### src/rtl/simd_pkg.sv
package simd_pkg;

   typedef enum logic [3:0] {
      OP_ADD   = 4'd0,
      OP_SUB   = 4'd1,
      OP_ADDS  = 4'd2,
      OP_ADDU  = 4'd3,
      OP_SUBS  = 4'd4,
      OP_SUBU  = 4'd5,
      OP_AND   = 4'd6,
      OP_OR    = 4'd7,
      OP_XOR   = 4'd8,
      OP_ANDN  = 4'd9,
      OP_PACKS = 4'd10,
      OP_PACKU = 4'd11,
      OP_UNPL  = 4'd12,
      OP_UNPH  = 4'd13,
      OP_RSV0  = 4'd14,
      OP_RSV1  = 4'd15
   } simd_op_e;

endpackage

### src/rtl/simd_lane_alu.sv
module simd_lane_alu
   import simd_pkg::*;
#(
   parameter int W = 8
) (
   input  logic [W-1:0] a,
   input  logic [W-1:0] b,
   input  simd_op_e     op,
   output logic [W-1:0] y
);

   localparam logic [W-1:0] S_MAX = {1'b0, {(W-1){1'b1}}};
   localparam logic [W-1:0] S_MIN = {1'b1, {(W-1){1'b0}}};

   if (W < 2) begin : g_bad_w
      $error("simd_lane_alu: W must be at least 2");
   end

   logic [W:0] sum_x;
   logic [W:0] dif_x;
   logic       s_ovf_add;
   logic       s_ovf_sub;

   assign sum_x     = {1'b0, a} + {1'b0, b};
   assign dif_x     = {1'b0, a} - {1'b0, b};
   assign s_ovf_add = (a[W-1] == b[W-1]) && (sum_x[W-1] != a[W-1]);
   assign s_ovf_sub = (a[W-1] != b[W-1]) && (dif_x[W-1] != a[W-1]);

   always_comb begin
      unique case (op)
         OP_ADD:  y = sum_x[W-1:0];
         OP_SUB:  y = dif_x[W-1:0];
         OP_ADDS: y = s_ovf_add ? (a[W-1] ? S_MIN : S_MAX) : sum_x[W-1:0];
         OP_SUBS: y = s_ovf_sub ? (a[W-1] ? S_MIN : S_MAX) : dif_x[W-1:0];
         OP_ADDU: y = sum_x[W] ? '1 : sum_x[W-1:0];
         OP_SUBU: y = dif_x[W] ? '0 : dif_x[W-1:0];
         OP_AND:  y = a & b;
         OP_OR:   y = a | b;
         OP_XOR:  y = a ^ b;
         OP_ANDN: y = a & ~b;
         default: y = '0;
      endcase
   end

   // checks on the lane result
   always_comb begin
      if (op == OP_ADDU) begin
         a_r4_usat_add_floor: assert (y >= a && y >= b);
      end
      if (op == OP_SUBU) begin
         a_r4_usat_sub_ceiling: assert (y <= a);
      end
      if (op == OP_ADDS && !a[W-1] && !b[W-1]) begin
         a_r5_ssat_add_nonneg: assert (!y[W-1]);
      end
      if (op == OP_ADDS && a[W-1] && b[W-1]) begin
         a_r5_ssat_add_neg: assert (y[W-1]);
      end
   end

endmodule

### src/rtl/simd_narrow.sv
module simd_narrow #(
   parameter int W = 16
) (
   input  logic [W-1:0]   x,
   input  logic           sgn,
   output logic [W/2-1:0] y
);

   localparam int H = W / 2;

   if (W % 2 != 0 || W < 4) begin : g_bad_w
      $error("simd_narrow: W must be even and at least 4");
   end

   logic          fits_s;
   logic          fits_u;
   logic [H-1:0]  y_s;
   logic [H-1:0]  y_u;

   assign fits_s = (&x[W-1:H-1]) | ~(|x[W-1:H-1]);
   assign fits_u = ~(|x[W-1:H]);
   assign y_s    = fits_s ? x[H-1:0]
                 : (x[W-1] ? {1'b1, {(H-1){1'b0}}} : {1'b0, {(H-1){1'b1}}});
   assign y_u    = fits_u ? x[H-1:0] : '1;
   assign y      = sgn ? y_s : y_u;

   // an in-range signed value narrows without loss
   always_comb begin
      if (sgn && fits_s) begin
         a_r8_narrow_exact: assert ({{H{y[H-1]}}, y} == x);
      end
   end

endmodule

### src/rtl/simd_width_path.sv
module simd_width_path
   import simd_pkg::*;
#(
   parameter int DATA_W = 64,
   parameter int W      = 8
) (
   input  logic [DATA_W-1:0] a,
   input  logic [DATA_W-1:0] b,
   input  simd_op_e          op,
   output logic [DATA_W-1:0] y
);

   localparam int N    = DATA_W / W;
   localparam int H    = W / 2;
   localparam int HALF = DATA_W / 2;

   if (DATA_W % W != 0 || W % 2 != 0) begin : g_bad_cfg
      $error("simd_width_path: W must be even and divide DATA_W");
   end

   logic [DATA_W-1:0] arith;
   logic [DATA_W-1:0] packed_v;
   logic [DATA_W-1:0] unp_lo;
   logic [DATA_W-1:0] unp_hi;
   logic              pk_sgn;

   assign pk_sgn = (op == OP_PACKS);

   for (genvar i = 0; i < N; i++) begin : g_lane
      simd_lane_alu #(.W(W)) u_lane (
         .a  (a[i*W +: W]),
         .b  (b[i*W +: W]),
         .op (op),
         .y  (arith[i*W +: W])
      );

      simd_narrow #(.W(W)) u_nar_a (
         .x   (a[i*W +: W]),
         .sgn (pk_sgn),
         .y   (packed_v[i*H +: H])
      );

      simd_narrow #(.W(W)) u_nar_b (
         .x   (b[i*W +: W]),
         .sgn (pk_sgn),
         .y   (packed_v[HALF + i*H +: H])
      );

      assign unp_lo[i*W +: W] = {b[i*H +: H], a[i*H +: H]};
      assign unp_hi[i*W +: W] = {b[HALF + i*H +: H], a[HALF + i*H +: H]};
   end

   always_comb begin
      unique case (op)
         OP_PACKS, OP_PACKU: y = packed_v;
         OP_UNPL:            y = unp_lo;
         OP_UNPH:            y = unp_hi;
         default:            y = arith;
      endcase
   end

endmodule

### src/rtl/simd_alu_unit.sv
module simd_alu_unit
   import simd_pkg::*;
#(
   parameter int DATA_W = 64,
   parameter int MIN_W  = 8,
   parameter int NSIZE  = 4
) (
   input  logic                        clk,
   input  logic                        rst_n,
   input  logic                        in_valid,
   input  logic [3:0]                  op,
   input  logic [$clog2(NSIZE)-1:0]    lane_sz,
   input  logic [DATA_W-1:0]           src_a,
   input  logic [DATA_W-1:0]           src_b,
   input  logic [DATA_W-1:0]           dst_old,
   input  logic [DATA_W/MIN_W-1:0]     lane_off,
   output logic                        out_valid,
   output logic [DATA_W-1:0]           result
);

   localparam int UNIT_N = DATA_W / MIN_W;
   localparam int SEL_W  = $clog2(NSIZE);

   if ((1 << SEL_W) != NSIZE) begin : g_bad_nsize
      $error("simd_alu_unit: NSIZE must be a power of two");
   end
   if (DATA_W % (MIN_W << (NSIZE - 1)) != 0) begin : g_bad_width
      $error("simd_alu_unit: widest lane must divide DATA_W");
   end
   if (MIN_W < 4 || MIN_W % 2 != 0) begin : g_bad_min
      $error("simd_alu_unit: MIN_W must be even and at least 4");
   end

   simd_op_e          opc;
   logic [DATA_W-1:0] path_y [NSIZE];
   logic [UNIT_N-1:0] keep_u [NSIZE];
   logic [DATA_W-1:0] sel_y;
   logic [UNIT_N-1:0] keep_sel;
   logic [DATA_W-1:0] wr_bits;
   logic              is_rsv;
   logic [DATA_W-1:0] nxt;

   assign opc = simd_op_e'(op);

   for (genvar s = 0; s < NSIZE; s++) begin : g_size
      simd_width_path #(.DATA_W(DATA_W), .W(MIN_W << s)) u_path (
         .a  (src_a),
         .b  (src_b),
         .op (opc),
         .y  (path_y[s])
      );
      for (genvar j = 0; j < UNIT_N; j++) begin : g_unit
         assign keep_u[s][j] = ~lane_off[j >> s];
      end
   end

   assign sel_y    = path_y[lane_sz];
   assign keep_sel = keep_u[lane_sz];
   assign is_rsv   = (opc == OP_RSV0) || (opc == OP_RSV1);

   for (genvar j = 0; j < UNIT_N; j++) begin : g_expand
      assign wr_bits[j*MIN_W +: MIN_W] = {MIN_W{keep_sel[j] & ~is_rsv}};
   end

   assign nxt = (sel_y & wr_bits) | (dst_old & ~wr_bits);

   always_ff @(posedge clk or negedge rst_n) begin
      if (!rst_n) begin
         out_valid <= 1'b0;
         result    <= '0;
      end else begin
         out_valid <= in_valid;
         if (in_valid) begin
            result <= nxt;
         end
      end
   end

   // bits not written come from the old destination
   a_r7_disabled_keep: assert property (@(posedge clk) disable iff (!rst_n)
      in_valid |=> ((result & ~$past(wr_bits)) == ($past(dst_old) & ~$past(wr_bits))));

   // valid pipeline and hold
   a_r11_valid_rise: assert property (@(posedge clk) disable iff (!rst_n)
      in_valid |=> out_valid);
   a_r11_valid_fall: assert property (@(posedge clk) disable iff (!rst_n)
      !in_valid |=> !out_valid);
   a_r11_hold: assert property (@(posedge clk) disable iff (!rst_n)
      !in_valid |=> $stable(result));

endmodule

### config.mk
export PLATFORM = sky130hd
export DESIGN_NAME = simd_alu_unit
export DESIGN_NICKNAME = d
export VERILOG_FILES = /design/src/rtl/simd_pkg.sv /design/src/rtl/simd_lane_alu.sv /design/src/rtl/simd_narrow.sv /design/src/rtl/simd_width_path.sv /design/src/rtl/simd_alu_unit.sv
export SDC_FILE = /design/constraint.sdc
export NUM_CORES = 2
export LEC_CHECK = 0
export ABC_AREA = 1
export BUFFER_PORTS_ARGS = -buffer_cell sky130_fd_sc_hd__clkbuf_2
export CAP_MARGIN = 20
export CORE_ASPECT_RATIO = 0.7
export CORE_MARGIN = 1.5
export CORE_UTILIZATION = 35
export DETAILED_ROUTE_END_ITERATION = 7
export HOLD_SLACK_MARGIN = 0.02
export RECOVER_POWER = 50
export SLEW_MARGIN = 25
export SYNTH_ARGS = -nofsm -noshare
export SYNTH_HDL_FRONTEND = slang
export SYNTH_SLANG_ARGS = --single-unit
### constraint.sdc
create_clock -name clk -period 0.8 [get_ports clk]
set_input_delay 0 -clock clk [delete_from_list [all_inputs] [get_ports clk]]
set_output_delay 0 -clock clk [all_outputs]
set_load 0.01 [all_outputs]
==> flow_metrics.tcl, run 1 <==
set metrics [dict create \
    avgSynthCellArea_um2 5.170 \
    yosys_warnings 0 \
    hpwl_mm 340.8 \
    lastStage "global routing (5_1_grt)" \
    firstError "[ERROR GRT-0232] Routing congestion too high. Check the congestion heatmap in the GUI." \
    gp_congestion 1.443 \
    syn_area_um2 38870 \
    place_area_um2 62440 \
    die_h_um 281.8 \
    die_w_um 401.3 \
    grt.total_usage_pct 70.97 \
    ios 274 \
    rows 102 \
    ys.flop_type "dfrtp_1" \
    cts_max_level 3 \
    grt_max_degree 56 \
    synthArstFlopShare_pct 100.0 \
    clk_root_buffer_cell "clkbuf_16" \
    io_buffers 273 \
    syn-num-nets 7959 \
    synth-seq-area-share_pct 4.185 \
    synth_edf_count 0 \
    grt_overflow 1 \
    initial_core_util_pct 35.21 \
    clock-sinks 65 \
    ys_types 73 \
    synth-seq-cells 65 \
    cts_inserted_buffers 9 \
    syn_inst 7518 \
    clock_path_buffers 2 \
    status "stopped before the end" \
]
==> cells by family after synthesis <==
kind of cell	after synthesis	share of synthesized area [%]
compound gates	1871	27.01
xor+xnor	243	5.476
fa+ha+maj	232	8.067
buf+inv	1261	13.18
flops	65	4.185
simple gates	3846	42.08
==> per-layer routing <==
layer / overflow / global-route usage (%)
met2: 0 / 80.80
met5: 0 / 49.29
met4: 0 / 46.59
met3: 0 / 61.02
met1: 1 / 79.76
==> what timing repair did <==
action,in CTS
resized for setup,613
cloned,4
setup buffers,93
hold endpoints to repair,118
hold buffers,51
pin swaps,173
endpoints found under the setup margin,129
==> synthesized netlist by cell type, types with 52 or more instances <==
library cell  instances  share of area [%]
o21ai_0             636                8.2
nor2_1              811                7.8
inv_2                52               0.50
xor2_1              237                5.3
dfrtp_1              65                4.2
nand2_1            2003                 19
ha_1                201                6.5
nand4_1             143                2.3
a21oi_1             737                9.5
nor3_1              138                1.8
o22ai_1              97                1.6
inv_1               852                8.2
clkbuf_1            142                1.4
buf_2                96                1.2
nand3_1             560                7.2
o211ai_1             63                1.2
a31oi_1              60               0.97
==> metrics by stage <==
stage | std cells | util (%) | setup TNS [ns] | worst slack, ns
4_1_cts | 11757 | 60.09 | -174.98 | -2.716
3_3_place_gp | 11600 | 56.56 | -238.33 | -3.971
3_5_place_dp | 11600 | 56.56 | -238.30 | -3.947
2_1_floorplan | 7518 | - | -161.93 | -2.657
==> inputs of run 2 (changes only) <==
Settings changed: CORE_ASPECT_RATIO 0.7 to not set, CORE_UTILIZATION 35 to 20, HOLD_SLACK_MARGIN 0.02 to not set, PLACE_DENSITY_LB_ADDON set to 0.15.
Clock period 0.8 ns to 1 ns, I/O delays scaled along.
==> flow_metrics.tcl, run 2 <==
set metrics [dict create \
    largest_register_ffs 64 \
    rr_startpoint "result[10]" \
    worst_pin_slew_ns 1.094 \
    antenna_found_initial 37 \
    pre_cts_ws_ns -4.169 \
    slew_headroom_pct 27.09 \
    final_cell_mix "buf_4 (2824), nand2_1 (1820), inv_1 (748), nor2_1 (729), a21oi_1 (614)" \
    reg2regPathDepth 2 \
    start_kind "input port" \
    avgSynthCellArea_um2 5.170 \
    synth-seq-area-share_pct 4.185 \
    synth_area_leaders "nand2_1 (19%), a21oi_1 (9.5%), inv_1 (8.2%), o21ai_0 (8.2%), nor2_1 (7.8%)" \
    wl_per_cell_um 38.18 \
    grt_max_degree 37 \
    cp.depth 31 \
    clock-sinks 65 \
    hp-class "in -> reg" \
    yosys_warnings 0 \
    startpoint "src_a[50]" \
    die_w_um 443.8 \
    clock_path_buffers 2 \
    grt_overflow 0 \
    pwr_density_cell_nw_per_um2 893.1 \
    first_iter_violations 9779 \
    synth_top_area_share_pct 19.34 \
    hpwl_mm 433.6 \
    fin_crit_ns 3.856 \
    p_sw_share_pct 59.13 \
    power.share.clock_pct 5.6 \
    rsz0062_at_grt "true" \
    grt_pass1_wl_mm 649.9 \
    top_register "result" \
    yosysMostFrequentCell "nand2_1" \
    power_mw 65.34 \
    vias 72966 \
    grt_pass1_vias 70122 \
    hold_depth 5 \
    cts_tree "built" \
    crit_fanout 7 \
    path_class "in -> reg" \
    cp_slowest_cell "fa_1" \
    layout_commonest_cell "buf_4" \
    min_period_over_period_pct 385.6 \
    critPathRequiredTime_ns 1.34 \
    syn_inst 7518 \
    maxCapViolations 0 \
    layout-drive-gt1-share_pct 40.99 \
    status "finished with violations" \
    crit_path_frequent_cell "a21oi_2" \
    skew_ns 0 \
    worstHoldStart "dst_old[38]" \
    path_clk_slew_ns 0.08 \
    gp_congestion 1.176 \
    die-area_um2 197000 \
    die_h_um 443.8 \
    rows 161 \
    p_int_mw 26.70 \
    io_buffers 273 \
    fmax_mhz 259.3 \
    cts_max_level 3 \
    clkLatencyLatePin_ns 0.41 \
    crit_family "compound AO/OA/AOI/OAI gates" \
    yosys-top-cells-count "nand2_1 (2003), inv_1 (852), nor2_1 (811)" \
    synth_edf_count 0 \
    viasPerCell 5.527 \
    drv_slew 0 \
    hold_viol_final 0 \
    area_delta_synth_final_pct 88.23 \
    endpoint_kind "register" \
    initial_core_util_pct 20.16 \
    drt_pass1_iterations 7 \
    critPathBufInv 10 \
    syn-num-nets 7959 \
    ys.flop_type "dfrtp_1" \
    ios 274 \
    arrival_ns 4.20 \
    grt.total_usage_pct 49.32 \
    p_comb_share_pct 89.2 \
    power.leakage_nw 36.92 \
    clk_root_buffer_cell "clkbuf_16" \
    core_um2 192800 \
    synthArstFlopShare_pct 100.0 \
    wl_mm 504.0 \
    syn_area_um2 38870 \
    violations "negative setup slack" \
    drcViolationCount 0 \
    ir_worst_vdd_mv 0.7235 \
    slowest_delay_ns 0.45 \
    seq_power_share_pct 5.2 \
    synth-seq-cells 65 \
    ys_types 73 \
    switchingPower_mw 38.64 \
    ant_nets 0 \
    setup_ws_ns -2.856 \
    largestRegisters "result: 64 flops, out_valid: 1 flops" \
    cts_inserted_buffers 9 \
    nNetsFinal 11094 \
    synth_top_area_cell "nand2_1" \
    setup_viol 96 \
]
-- run 2: cell counts after synthesis --
No cell type changed its count.
-- run 2: metrics by stage --
stage / instances / util [%] / hold slack [ns] / setup TNS (ns) / instance area (µm²)
final: 13201 / 37.95 / 0.02348 / -169.51 / 73160
after global routing: 13188 / 37.93 / 0.01325 / -179.58 / 73130
after CTS: 13152 / 37.38 / 0.006125 / -161.71 / 72060
after detailed placement: 12959 / 34.53 / -0.08360 / -239.56 / 66570
after global placement: 12958 / 34.53 / -0.08342 / -236.16 / 66560
after floorplan: 7518 / - / -0.2956 / -149.13 / 39260
-- run 2: logic make-up after synthesis --
logic type,count (synthesis),share of synthesized area [%]
xor+xnor,243,5.476
fa+ha+maj,232,8.067
compound gates,1871,27.01
buf+inv,1261,13.18
flops,65,4.185
simple gates,3846,42.08
-- run 2: tightest hold or removal path, delay by kind of cell --
family | cells | cell delay [ns]
buffers and inverters | 1 | 0.08
AND/OR/NAND/NOR | 4 | 0.31
-- run 2: power groups by stage --
stage | Sequential [mW] | Combinational (mW) | Clock, mW
floorplan | 3.47 | 16.2 | 0
global placement | 3.42 | 51.6 | 0
detailed placement | 3.43 | 51.3 | 0
CTS | 3.40 | 55.0 | 3.70
global route | 3.42 | 58.7 | 3.79
finish | 3.40 | 58.3 | 3.63
-- run 2: path summary, 6_finish.rpt --
path	slack, ns	end
hold reg to reg	0.48	result[47]
max in group asynchronous	-0.03	result[51]
setup / recovery	-2.86	result[21]
setup reg to reg	0.21	result[10]
min in group asynchronous	0.14	result[3]
hold / removal	0.02	result[38]
-- run 2: final cells by class --
| class | instances | area [µm²] |
|---|---|---|
| Fill cell | 21734 | 119600 |
| Clock buffer | 9 | 225.2 |
| Sequential cell | 65 | 1633 |
| Timing Repair Buffer | 3448 | 28320 |
| Tap cell | 2526 | 3161 |
| Clock inverter | 6 | 60.06 |
| Antenna cell | 18 | 45.04 |
| Inverter | 937 | 3721 |
| Multi-Input combinational cell | 6192 | 35990 |
-- run 2: layer usage --
layer  vias up  global-route usage [%]  share of wire (%)  wire length (µm)
li1      31308                       -                  -                 -
met1     35086                   53.71                 35            177600
met2      4847                   74.31                 42            210100
met3      1711                   11.12                8.6             43410
met4        14                   57.24                 14             72760
met5         -                       0              0.020               100
-- run 2: repair_timing --
| item | in CTS | in global routing |
|---|---|---|
| pin swaps | 292 | 136 |
| hold buffers | 58 | 0 |
| hold endpoints to repair | 122 | 0 |
| gates cloned | 2 | 0 |
| endpoints found under the setup margin | 75 | 77 |
| gates resized for setup | 947 | 227 |
| buffers inserted | 134 | 43 |
No activity file was read; power rests on OpenSTA's default activity.
